File: config.mk
export PLATFORM = sky130hd
export DESIGN_NAME = audio_port_evt_unit
export DESIGN_NICKNAME = d
export VERILOG_FILES = /design/src/rtl/aspe_pkg.sv /design/src/rtl/aspe_req_detect.sv /design/src/rtl/aspe_event_bank.sv /design/src/rtl/aspe_status_snap.sv /design/src/rtl/audio_port_evt_unit.sv
export SDC_FILE = /design/constraint.sdc
export NUM_CORES = 1
export LEC_CHECK = 0
export ABC_AREA = 1
export BUFFER_PORTS_ARGS = -buffer_cell sky130_fd_sc_hd__clkbuf_2
export CORE_UTILIZATION = 51
export CTS_CLUSTER_DIAMETER = 50
export CTS_CLUSTER_SIZE = 40
export DETAILED_ROUTE_END_ITERATION = 8
export PLACE_DENSITY_LB_ADDON = 0.05
export SETUP_SLACK_MARGIN = 0.4
export SYNTH_ARGS = -nofsm -noshare
export SYNTH_HDL_FRONTEND = slang
export SYNTH_HIERARCHICAL = 1
export SYNTH_SLANG_ARGS = --single-unit
File: constraint.sdc
create_clock -name clk -period 2.15 [get_ports clk]
set_input_delay 0.215 -clock clk [delete_from_list [all_inputs] [get_ports clk]]
set_output_delay 0.215 -clock clk [all_outputs]
set_load 0.02 [all_outputs]
File: src/rtl/aspe_pkg.sv
package aspe_pkg;
   localparam logic [7:0] OFS_STAT = 8'h14;
   localparam logic [7:0] OFS_EVT  = 8'h18;
   localparam logic [7:0] OFS_MASK = 8'h1C;

   localparam int EVT_N   = 6;
   localparam int EVT_LSB = 8;

   // event index, position EVT_LSB + index
   localparam int EV_TX_UNF = 0;
   localparam int EV_TX_OVF = 1;
   localparam int EV_TX_REQ = 2;
   localparam int EV_RX_UNF = 3;
   localparam int EV_RX_OVF = 4;
   localparam int EV_RX_REQ = 5;

   localparam logic [31:0] STAT_RST = 32'h0000_1200;

   typedef struct packed {
      logic rx_full;
      logic rx_empty;
      logic rx_req;
      logic tx_full;
      logic tx_empty;
      logic tx_req;
      logic rx_busy;
      logic tx_busy;
      logic dev_int;
      logic dev_rdy;
      logic port_rdy;
   } stat_cond_t;

   function automatic logic [31:0] pack_status(input stat_cond_t c);
      logic [31:0] w;
      w     = '0;
      w[13] = c.rx_full;
      w[12] = c.rx_empty;
      w[11] = c.rx_req;
      w[10] = c.tx_full;
      w[9]  = c.tx_empty;
      w[8]  = c.tx_req;
      w[5]  = c.rx_busy;
      w[4]  = c.tx_busy;
      w[2]  = c.dev_int;
      w[1]  = c.dev_rdy;
      w[0]  = c.port_rdy;
      return w;
   endfunction
endpackage

File: src/rtl/aspe_req_detect.sv
module aspe_req_detect #(
   parameter int DEPTH            = 16,
   parameter bit TX_LEVEL_IS_FREE = 1'b0,
   localparam int LVL_W           = $clog2(DEPTH + 1)
) (
   input  logic             pio_mode,
   input  logic [LVL_W-1:0] rx_level,
   input  logic [LVL_W-1:0] rx_thresh,
   input  logic [LVL_W-1:0] tx_level,
   input  logic [LVL_W-1:0] tx_thresh,
   output logic             rx_req,
   output logic             tx_req
);
   logic [LVL_W:0] tx_free;

   generate
      if (TX_LEVEL_IS_FREE) begin : g_free_in
         assign tx_free = {1'b0, tx_level};
      end else begin : g_occ_in
         assign tx_free = (LVL_W+1)'(DEPTH) - {1'b0, tx_level};
      end
   endgenerate

   assign rx_req = pio_mode && (rx_level >= rx_thresh);
   assign tx_req = pio_mode && (tx_free >= {1'b0, tx_thresh});
endmodule

File: src/rtl/aspe_event_bank.sv
module aspe_event_bank #(
   parameter int N = 6
) (
   input  logic         clk,
   input  logic         rst_n,
   input  logic [N-1:0] cond,
   input  logic [N-1:0] clr,
   output logic [N-1:0] flags
);
   generate
      for (genvar i = 0; i < N; i++) begin : g_bit
         logic prev_q;
         logic flag_q;
         always_ff @(posedge clk or negedge rst_n) begin
            if (!rst_n) begin
               prev_q <= 1'b0;
               flag_q <= 1'b0;
            end else begin
               prev_q <= cond[i];
               // a rising condition dominates a same-cycle clear
               flag_q <= (flag_q & ~clr[i]) | (cond[i] & ~prev_q);
            end
         end
         assign flags[i] = flag_q;
      end
   endgenerate
endmodule

File: src/rtl/aspe_status_snap.sv
module aspe_status_snap
   import aspe_pkg::*;
(
   input  logic        clk,
   input  logic        rst_n,
   input  logic        dev_en,
   input  stat_cond_t  live,
   output logic [31:0] stat_q
);
   logic [31:0] stat_d;

   always_comb begin
      if (dev_en) stat_d = pack_status(live);
      else        stat_d = {30'b0, live.dev_rdy, live.port_rdy};
   end

   always_ff @(posedge clk or negedge rst_n) begin
      if (!rst_n) stat_q <= STAT_RST;
      else        stat_q <= stat_d;
   end
endmodule

File: src/rtl/audio_port_evt_unit.sv
module audio_port_evt_unit
   import aspe_pkg::*;
#(
   parameter int DEPTH            = 16,
   parameter int ADDR_W           = 8,
   parameter bit TX_LEVEL_IS_FREE = 1'b0,
   localparam int LVL_W           = $clog2(DEPTH + 1)
) (
   input  logic              clk,
   input  logic              rst_n,
   input  logic              cfg_dev_en,
   input  logic              cfg_pio_mode,
   input  logic [LVL_W-1:0]  rx_thresh,
   input  logic [LVL_W-1:0]  tx_thresh,
   input  logic [LVL_W-1:0]  rx_level,
   input  logic [LVL_W-1:0]  tx_level,
   input  logic              rx_full,
   input  logic              rx_empty,
   input  logic              tx_full,
   input  logic              tx_empty,
   input  logic              rx_busy,
   input  logic              tx_busy,
   input  logic              rx_ovf,
   input  logic              rx_unf,
   input  logic              tx_ovf,
   input  logic              tx_unf,
   input  logic              dev_ready,
   input  logic              port_ready,
   input  logic              reg_wen,
   input  logic [ADDR_W-1:0] reg_addr,
   input  logic [31:0]       reg_wdata,
   output logic [31:0]       reg_rdata,
   output logic              irq
);
   generate
      if (DEPTH < 2) begin : g_bad_depth
         $error("audio_port_evt_unit: DEPTH must be at least 2");
      end
      if (ADDR_W < 5) begin : g_bad_aw
         $error("audio_port_evt_unit: ADDR_W must reach offset 0x1C");
      end
   endgenerate

   localparam logic [ADDR_W-1:0] A_STAT = ADDR_W'(OFS_STAT);
   localparam logic [ADDR_W-1:0] A_EVT  = ADDR_W'(OFS_EVT);
   localparam logic [ADDR_W-1:0] A_MASK = ADDR_W'(OFS_MASK);

   logic             rx_req, tx_req;
   logic [EVT_N-1:0] cond, clr, evt_q, mask_q;
   logic             pend;
   logic             irq_q;
   logic [31:0]      stat_q;
   stat_cond_t       live;
   logic             wr_evt, wr_mask;
   logic             unused_wbits;

   assign unused_wbits = ^{reg_wdata[31:EVT_LSB+EVT_N], reg_wdata[EVT_LSB-1:0]};

   aspe_req_detect #(.DEPTH(DEPTH), .TX_LEVEL_IS_FREE(TX_LEVEL_IS_FREE)) u_req (
      .pio_mode (cfg_pio_mode),
      .rx_level (rx_level),
      .rx_thresh(rx_thresh),
      .tx_level (tx_level),
      .tx_thresh(tx_thresh),
      .rx_req   (rx_req),
      .tx_req   (tx_req)
   );

   always_comb begin
      cond            = '0;
      cond[EV_TX_UNF] = tx_unf;
      cond[EV_TX_OVF] = tx_ovf;
      cond[EV_TX_REQ] = tx_req;
      cond[EV_RX_UNF] = rx_unf;
      cond[EV_RX_OVF] = rx_ovf;
      cond[EV_RX_REQ] = rx_req;
   end

   assign wr_evt  = reg_wen && (reg_addr == A_EVT);
   assign wr_mask = reg_wen && (reg_addr == A_MASK);
   assign clr     = wr_evt ? reg_wdata[EVT_LSB +: EVT_N] : '0;

   aspe_event_bank #(.N(EVT_N)) u_evt (
      .clk  (clk),
      .rst_n(rst_n),
      .cond (cond),
      .clr  (clr),
      .flags(evt_q)
   );

   always_ff @(posedge clk or negedge rst_n) begin
      if (!rst_n)       mask_q <= '1;
      else if (wr_mask) mask_q <= reg_wdata[EVT_LSB +: EVT_N];
   end

   assign pend = |(evt_q & ~mask_q);

   always_ff @(posedge clk or negedge rst_n) begin
      if (!rst_n) irq_q <= 1'b0;
      else        irq_q <= pend;
   end
   assign irq = irq_q;

   always_comb begin
      live.rx_full  = rx_full;
      live.rx_empty = rx_empty;
      live.rx_req   = rx_req;
      live.tx_full  = tx_full;
      live.tx_empty = tx_empty;
      live.tx_req   = tx_req;
      live.rx_busy  = rx_busy;
      live.tx_busy  = tx_busy;
      live.dev_int  = pend;
      live.dev_rdy  = dev_ready;
      live.port_rdy = port_ready;
   end

   aspe_status_snap u_stat (
      .clk   (clk),
      .rst_n (rst_n),
      .dev_en(cfg_dev_en),
      .live  (live),
      .stat_q(stat_q)
   );

   always_comb begin
      unique case (reg_addr)
         A_STAT:  reg_rdata = stat_q;
         A_EVT:   reg_rdata = 32'(evt_q) << EVT_LSB;
         A_MASK:  reg_rdata = 32'(mask_q) << EVT_LSB;
         default: reg_rdata = '0;
      endcase
   end
endmodule

==> results of run 1 <==
final timing paths:
| kind | slack (ps) | to | cells past startpoint | from |
|---|---|---|---|---|
| setup / recovery | 660 | reg_rdata[2] | 7 | reg_addr[3] |
| max in group asynchronous | 1700 | u_evt/g_bit[1].flag_q | 1 | rst_n |
| hold / removal | -20 | u_evt/g_bit[4].prev_q | 1 | rst_n |
| min in group clk | 40 | u_stat/stat_q[0] | 1 | port_ready |
| setup reg to reg | 1120 | u_stat/stat_q[2] | 5 | mask_q[1] |
| hold reg to reg | 470 | u_evt/g_bit[3].flag_q | 3 | u_evt/g_bit[3].prev_q |
synthesized netlist by cell type:
cell / count / area [um^2]
inv_1: 84 / 315
nand2_1: 55 / 206
nand3_1: 31 / 155
buf_4: 27 / 203
dfrtp_1: 22 / 551
nor2_2: 15 / 93.8
nor2_4: 14 / 158
nor2_1: 13 / 48.8
ha_1: 11 / 138
dfstp_2: 8 / 210
a21oi_1: 4 / 20.0
inv_2: 4 / 15.0
buf_6: 3 / 33.8
o22ai_1: 3 / 18.8
a21oi_2: 2 / 17.5
buf_2: 2 / 10.0
nand2_4: 2 / 22.5
nand3_4: 2 / 35.0
xnor2_1: 2 / 17.5
buf_8: 1 / 15.0
conb_1: 1 / 3.75
nand2_2: 1 / 6.26
nand4_1: 1 / 6.26
nand4_2: 1 / 12.5
nor2_8: 1 / 20.0
o21ai_0: 1 / 5.00
o31ai_1: 1 / 7.51
routing by layer:
metal	track usage	part of all wire
met5	0	0
met4	0.0467	0.010
met3	0.0494	0.067
met2	0.270	0.45
met1	0.217	0.47
flip-flops by register name, summed over array words and instances (netlist names):
register and cells:
mask_q 6, irq 1, u_evt/g_bit.prev_q 6, u_stat/stat_q 11, u_evt/g_bit.flag_q 6
per-stage QoR:
stage               area, um^2  utilization
CTS                       2640        0.601
detailed placement        2540        0.580
finish                    2640        0.601
global placement          2540        0.580
floorplan                 2420            -
global route              2640        0.601
final cells by class:
| type | instances | area (um^2) |
|---|---|---|
| sequential | 30 | 761 |
| fill | 427 | 1750 |
| inverter | 88 | 330 |
| clock buffer | 6 | 82.6 |
| clock inverter | 2 | 12.5 |
| tap | 52 | 65.1 |
| timing repair buffer | 63 | 318 |
| multi-input combinational | 181 | 1070 |
cell families after synthesis:
| group | synth area share |
|---|---|
| adder cells (fa/ha/maj) | 0.0587 |
| AND/OR/NAND/NOR | 0.326 |
| buffers and inverters | 0.252 |
| XOR/XNOR | 0.00747 |
| flip-flops | 0.324 |
| AO/OA/AOI/OAI | 0.0294 |
| other | 0.00160 |
power breakdown:
part	switching, uW	leakage (uW)	internal, uW
sequential	9.71	0.000330	594
combinational	121	0.00116	81.4
clock	219	0.0000472	257
total	350	0.00153	933
critical path, cell delays in order:
cell,delay [ps]
clkbuf_2,110
inv_1,60
nand2_2,80
nor2_8,170
nand2_4,280
nor2_2,160
clkbuf_2,180
==> impl_metrics.toml, run 1 <==
[clock_network]
cts_sinks = 30
htreeDepth = 2
postCtsHoldBufs = 0
cts.clk_slew.worst_paths_ps = 70
clk_latency_ps = 280
numCtsBuffers = 5
ctsResizeCount = 0
cts_setup_buffers = 0
cts-root-buf = "clkbuf_8"
clk_path_buf_depth = 2
cts_tree = "built"

[floorplan]
ioPinCount = 110
dieArea_um2 = 4870
die_h_um = 69.8
core_area_um2 = 4380
die_x_um = 69.8
start_util = 0.535
num_rows = 24

[layout]
area_growth_pct = 12.4
layout-drive-gt1-share = 0.327
diodes = 0
final_cell_mix = "84 x inv_1, 62 x clkbuf_2, 55 x nand2_1, 31 x nand3_1, 22 x dfrtp_1"
final_common_cell = "inv_1"
nets = 457
layout.cells.non_filler = 422

[routing]
viasPerCell = 4.20
drt_first_pass_iters = 7
wl_per_cell_um = 8.75
routed_wl_um = 3690
drt_iter0_drc = 57
postRouteAntennaNets = 0
num_vias = 1773
drc = 0

[flow_run]
cap_violations = 0

[timing]
max_slew_margin = 0.508
hold_viol = 22
skew_ps = 4.85
max_slew.worst_pin.slew_ps = 739
tns_ps = 0
post-route-period-util = 0.692
finalMaxSlewViolations = 0
rsz0062_at_grt = "false"
setup_slack_ps = 662
whs_ps = -18.2
fmax_mhz = 672
setup_viol = 0
fin_crit_ps = 1490

[critical_path]
end_kind = "output pin"
start_kind = "input pin"
required_ps = 1930
crit_type = "input pin to output pin"
crit_fanout = 26
arrival_ps = 1270

[placement]
gp_congestion = 0.796
place_hpwl_um = 3000
portBuffers = 62
place_inst = 414
pre_cts_slack_ps = 528

[logic_synthesis]
syn-instance-count = 312
synth.avg_cell_area_um2 = 7.52
synth_cell_types = 27
yosys_warnings = 6
yosysSeqAreaShare = 0.324
yosys_register_bits = 30
syn_area_um2 = 2340

[power]
ir_worst_vdd_uv = 401
power_uw = 1280
p_per_area_nw_per_um2 = 486
p_leak_uw = 0.00153

[outcome]
violations = "hold timing"
outcome = "complete, but fails checks"

[global_routing]
grt.overflow.total = 0
grt_max_degree = 31
grt_pass1_wl_um = 6530
grt_antenna_before_repair = 0
grt_pass1_vias = 1559
track_usage = 0.167

[worst_hold_path]
min_path_type = "input pin to asynchronous set/reset pin"
No activity file was read; power rests on OpenSTA's default activity.
==> run 2, diff against run 1 <==
--- a/config.mk
+++ b/config.mk
@@ -5,9 +5,9 @@
 export SDC_FILE = /design/constraint.sdc
 export NUM_CORES = 1
 export LEC_CHECK = 0
-export ABC_AREA = 1
+export ABC_AREA = 0
 export BUFFER_PORTS_ARGS = -buffer_cell sky130_fd_sc_hd__clkbuf_2
-export CORE_UTILIZATION = 51
+export CORE_UTILIZATION = 41
 export CTS_CLUSTER_DIAMETER = 50
 export CTS_CLUSTER_SIZE = 40
 export DETAILED_ROUTE_END_ITERATION = 8
==> constraint.sdc (replaced) <==
create_clock -name clk -period 1.2 [get_ports clk]
set_input_delay 0.12 -clock clk [delete_from_list [all_inputs] [get_ports clk]]
set_output_delay 0.12 -clock clk [all_outputs]
set_load 0.02 [all_outputs]
==> impl_metrics.toml, run 2 <==
[outcome]
violations = "setup timing"
outcome = "complete, but fails checks"

[clock_network]
cts_sinks = 30
cts_tree = "built"
clk_path_buf_depth = 2
cts.clk_slew.worst_paths_ps = 60
numCtsBuffers = 5
clk_latency_ps = 290
htreeDepth = 2
cts-root-buf = "clkbuf_8"

[logic_synthesis]
synth_top_family_by_area = "simple AND/OR/NAND/NOR gates"
synth_top_cell_by_area = "dfrtp_1"
ys_async_sr_fraction = 1.00
netlist_top_cells_count = "41 x and2_1, 30 x inv_1, 27 x buf_4"
synth.most_common_cell = "and2_1"
synth.avg_cell_area_um2 = 9.75
syn-instance-count = 209
synth_cell_types = 35
syn_area_um2 = 2040
synth_edf_count = 0
yosys.area_share.adder = 0.0675
yosys_warnings = 6
synth-compound-area-share = 0.101
yosysSeqAreaShare = 0.373
yosys_register_bits = 30
synth.top_cell.area_share = 0.270
synth_xor_xnor_area_share = 0.0129
muxShareOfSynthArea = 0.0773
synth-simple-area-share = 0.197
yosys-top-cells-area = "dfrtp_1 27%, and2_1 13%, dfstp_2 10%"
synthFlopType = "dfrtp_1"

[timing]
hold_viol = 0
fin_crit_ps = 1530
setup_slack_ps = -327
finalMaxSlewViolations = 0
setup_viol = 25
tns_ps = -6230
fmax_mhz = 655
post-route-period-util = 1.27
rsz0062_at_grt = "true"
skew_ps = 6.22

[power]
p_int_uw = 1810
p_per_area_nw_per_um2 = 786
p_leak_uw = 0.00156
power_uw = 2420
switching_power_uw = 614
clockPowerShare = 0.349
ir_worst_vdd_uv = 702
sequentialPowerShare = 0.450
combPwrFrac = 0.201
power_switching_share = 0.254

[critical_path]
crit_chain = "clkbuf_2 > or4b_4 > nor4b_4 > buf_4 > and2_4 > buf_8"
reg2reg_slack_ps = -170
cp_slowest_cell = "or4b_4"
arrival_ps = 1410
reg2reg_to = "u_stat/stat_q[2]"
crit_fanout = 7
slowest_delay_ps = 570
end_kind = "output pin"
crit_type = "input pin to output pin"
crit-reg2reg-launch = "mask_q[5]"
required_ps = 1080
r2r_cells = 5
start_kind = "input pin"

[layout]
nets = 382
final_cell_mix = "42 x clkbuf_2, 35 x and2_1, 22 x inv_1, 22 x dfrtp_1, 21 x conb_1"
fin_area_um2 = 3080
layout-drive-gt1-share = 0.549
final_common_cell = "clkbuf_2"
largest_register = "u_stat/stat_q"
largest_reg_flops = 11
diodes = 0
layout.cells.non_filler = 362
area_growth_pct = 51.1

[placement]
place_hpwl_um = 3010
pre_cts_slack_ps = -467
place_inst = 340
dpl_cell_area_um2 = 2560
gp_congestion = 0.729
portBuffers = 62

[floorplan]
start_util = 0.429
die_x_um = 72.5
ioPinCount = 110
core_area_um2 = 4750
dieArea_um2 = 5260
num_rows = 25
die_h_um = 72.5

[global_routing]
grt.overflow.total = 0
track_usage = 0.168
grt_pass1_vias = 1449
use_met1 = 0.203
grt_pass1_wl_um = 6500
grt_util_met3 = 0.0361
grt_antenna_before_repair = 0
grt_max_degree = 31
use_met2 = 0.286
grt-busiest-layer = "met2"

[routing]
drt_iter0_drc = 21
drt_first_pass_iters = 4
drc = 0
postRouteAntennaNets = 0
wl_per_cell_um = 11.2
routed_wl_um = 4040
viasPerCell = 4.31
num_vias = 1559

[worst_hold_path]
hold_path_end = "u_stat/stat_q[10]"
hold_path_startpoint = "tx_full"
hold_depth = 2
min_path_type = "input pin to flip-flop"

[flow_run]
cap_violations = 0
## run 2: cells by family (layout without fill, tap and decap cells)
| logic type | Yosys count | after routing |
|---|---|---|
| AO/OA/AOI/OAI | 25 | 25 |
| XOR/XNOR | 3 | 3 |
| adder cells (fa/ha/maj) | 11 | 11 |
| buffers and inverters | 63 | 129 |
| flip-flops | 30 | 30 |
| multiplexers | 12 | 12 |
| other | 1 | 21 |
| AND/OR/NAND/NOR | 64 | 64 |
## run 2: what timing repair did
item,in CTS,in global routing
gates cloned,0,0
setup endpoints to repair,29,29
hold buffers,7,0
buffers inserted,4,3
hold endpoints to repair,28,0
pin swaps,10,16
gates resized for setup,44,29
## run 2: worst max-delay path by stage
stage	start	endpoint	slack (ps)	cells past startpoint
after floorplan	reg_addr[1]	reg_rdata[2]	-320	4
after global placement	reg_addr[1]	mask_q[1]	-440	5
after detailed placement	reg_addr[1]	mask_q[0]	-470	5
after CTS	reg_addr[5]	reg_rdata[1]	-420	6
after global routing	reg_addr[1]	reg_rdata[5]	-380	6
final	reg_addr[1]	reg_rdata[4]	-330	6
## run 2: layout make-up
class | count | area, um^2
Sequential cell | 30 | 761
Tap cell | 67 | 83.8
Multi-Input combinational cell | 136 | 1230
Clock inverter | 1 | 5.00
Inverter | 30 | 148
Timing Repair Buffer | 91 | 762
Clock buffer | 7 | 86.3
Fill cell | 409 | 1670
## run 2: power by group through the flow
stage | Sequential [uW] | Clock, uW | Combinational, uW
global route | 1090 | 909 | 545
finish | 1090 | 845 | 487
CTS | 1090 | 858 | 472
floorplan | 1100 | 0 | 259
detailed placement | 1100 | 0 | 398
global placement | 1100 | 0 | 394
## run 2: per-layer routing
metal,vias to the layer above,wire (um)
li1,799,-
met2,61,1970
met5,-,0
met1,692,1760
met4,0,75
met3,7,234
## run 2: per-stage QoR
| step | utilization | hold WS, ps |
|---|---|---|
| finish | 0.648 | 39.8 |
| CTS | 0.627 | 35.1 |
| global route | 0.648 | 55.3 |
| floorplan | - | -176 |
| detailed placement | 0.538 | 157 |
| global placement | 0.538 | 153 |
## run 2: worst max-delay path: cells and delay by family
| kind | cells | cell delay [ps] |
|---|---|---|
| buffers and inverters | 3 | 360 |
| and+or+nand+nor | 3 | 940 |
==> run 3, diff against run 2 <==
--- a/config.mk
+++ b/config.mk
@@ -5,9 +5,9 @@
 export SDC_FILE = /design/constraint.sdc
 export NUM_CORES = 1
 export LEC_CHECK = 0
-export ABC_AREA = 0
+export ABC_AREA = 1
 export BUFFER_PORTS_ARGS = -buffer_cell sky130_fd_sc_hd__clkbuf_2
-export CORE_UTILIZATION = 41
+export CORE_UTILIZATION = 43
 export CTS_CLUSTER_DIAMETER = 50
 export CTS_CLUSTER_SIZE = 40
 export DETAILED_ROUTE_END_ITERATION = 8
==> impl_metrics.toml, run 3 (synthesis gave the netlist of run 1 again) <==
[clock_network]
htreeDepth = 2
cts_tree = "built"
clk_latency_ps = 280
numCtsBuffers = 5
cts_sinks = 30
cts.clk_slew.worst_paths_ps = 70
clk_path_buf_depth = 2
cts-root-buf = "clkbuf_8"

[outcome]
outcome = "complete, but fails checks"
violations = "setup timing"

[timing]
setup_slack_ps = -14.8
skew_ps = 2.59
tns_ps = -54.8
whs_ps = 8.04
hold_viol = 0
fmax_mhz = 823
setup_viol = 5
fin_crit_ps = 1210
post-route-period-util = 1.01
finalMaxSlewViolations = 0
rsz0062_at_grt = "true"

[layout]
fillers = 388
diodes = 0
final_util = 0.733
largest_reg_flops = 11
fin_area_um2 = 3790
layout-drive-gt1-share = 0.506
nets = 498
final_cell_mix = "73 x inv_1, 46 x nand2_1, 37 x clkbuf_2, 22 x dfrtp_1"
area_growth_pct = 61.7
largest_register = "u_stat/stat_q"
final_common_cell = "inv_1"

[critical_path]
crit_fanout = 2
slowest_delay_ps = 550
crit_family = "flip-flops"
arrival_ps = 1090
end_kind = "output pin"
crit_type = "flip-flop to output pin"
cp_slowest_cell = "dfstp_2"
crit_chain = "nand3_2 > nand3_2 > buf_8"
crit_buf_inv = 1
start_kind = "flip-flop"
crit_top_cell = "nand3_2"
required_ps = 1080

[routing]
wl_met3_um = 222
drc = 0
drt_first_pass_iters = 4
top_layer = "met4"
wl_met2_um = 2850
viasPerCell = 4.28
postRouteAntennaNets = 0
routed_wl_um = 5320
num_vias = 2058
wl_per_cell_um = 11.1
wl_met1_um = 2190
drt_iter0_drc = 46

[floorplan]
core_area_um2 = 5170
dieArea_um2 = 5750
die_h_um = 75.8
num_rows = 26
start_util = 0.453
die_x_um = 75.8
ioPinCount = 110

[power]
ir_worst_vdd_uv = 608
p_per_area_nw_per_um2 = 675
p_leak_uw = 0.00189

[placement]
pre_cts_slack_ps = -334
place_hpwl_um = 3620
dpl_cell_area_um2 = 3130
portBuffers = 62
gp_congestion = 0.736

[global_routing]
grt_max_degree = 31
grt_antenna_before_repair = 0
grt.overflow.total = 0
grt_pass1_vias = 1829
track_usage = 0.187
grt_pass1_wl_um = 7870

[worst_hold_path]
min_path_type = "input pin to flip-flop"

[flow_run]
cap_violations = 0
## run 3: cell count changes in the layout (fill, tap and decap cells not counted), moves of 7 or more
cell,before,now
and2_1,35,0
nor2_1,1,12
inv_1,22,73
nand3_2,0,12
nand2_2,1,9
nor2_2,0,13
mux2_4,7,0
buf_6,7,14
nand3_4,0,14
nand2_1,2,46
nor2_4,6,17
## run 3: worst paths after layout
path / start / endpoint / slack (ps) / cells after the start
setup reg to reg: mask_q[4] / u_stat/stat_q[2] / 70 / 6
max in group asynchronous: rst_n / mask_q[1] / 570 / 3
min in group asynchronous: rst_n / u_stat/stat_q[13] / 340 / 3
hold / removal: rx_empty / u_stat/stat_q[12] / 8 / 3
setup / recovery: mask_q[3] / reg_rdata[11] / -10 / 3
hold reg to reg: u_evt/g_bit[4].prev_q / u_evt/g_bit[4].flag_q / 480 / 3
## run 3: power breakdown
part / switching, uW / leakage (uW) / internal (uW) / total (uW)
Clock: 379 / 0.0000472 / 460 / 839
Sequential: 24.3 / 0.000330 / 1070 / 1090
Combinational: 319 / 0.00151 / 311 / 630
## run 3: layout make-up
| class | count | area (um^2) | share of cell area |
|---|---|---|---|
| inverters | 88 | 414 | 0.109 |
| well taps | 70 | 87.6 | 0.0231 |
| repair buffers | 103 | 973 | 0.257 |
| multi-input cells | 182 | 1460 | 0.385 |
| flip-flops and latches | 30 | 761 | 0.201 |
| clock inverters | 2 | 12.5 | 0.00330 |
| clock buffers | 6 | 82.6 | 0.0218 |
## run 3: tightest hold or removal path, stage by stage
cell and delay [ps]:
clkbuf_2 80, nand2_1 50, inv_1 40
## run 3: metrics by stage
step           power (uW)  instances
3_3_place_gp         1590        450
6_report             2560        481
3_5_place_dp         1600        450
4_1_cts              2520        475
5_1_grt              2700        481
2_1_floorplan        1440        332
## run 3: what timing repair did
| action | 4_1_cts | 5_1_grt |
|---|---|---|
| hold buffers | 8 | 0 |
| resized for setup | 46 | 45 |
| hold endpoints to repair | 29 | 0 |
| setup buffers | 9 | 5 |
| gates cloned | 0 | 1 |
| pin swaps | 20 | 12 |
| endpoints found under the setup margin | 30 | 38 |
## run 3: routing by layer
metal | vias up | track usage
met5 | - | 0
met4 | 0 | 0.0617
met3 | 5 | 0.0357
met2 | 58 | 0.337
met1 | 929 | 0.221
li1 | 1066 | -
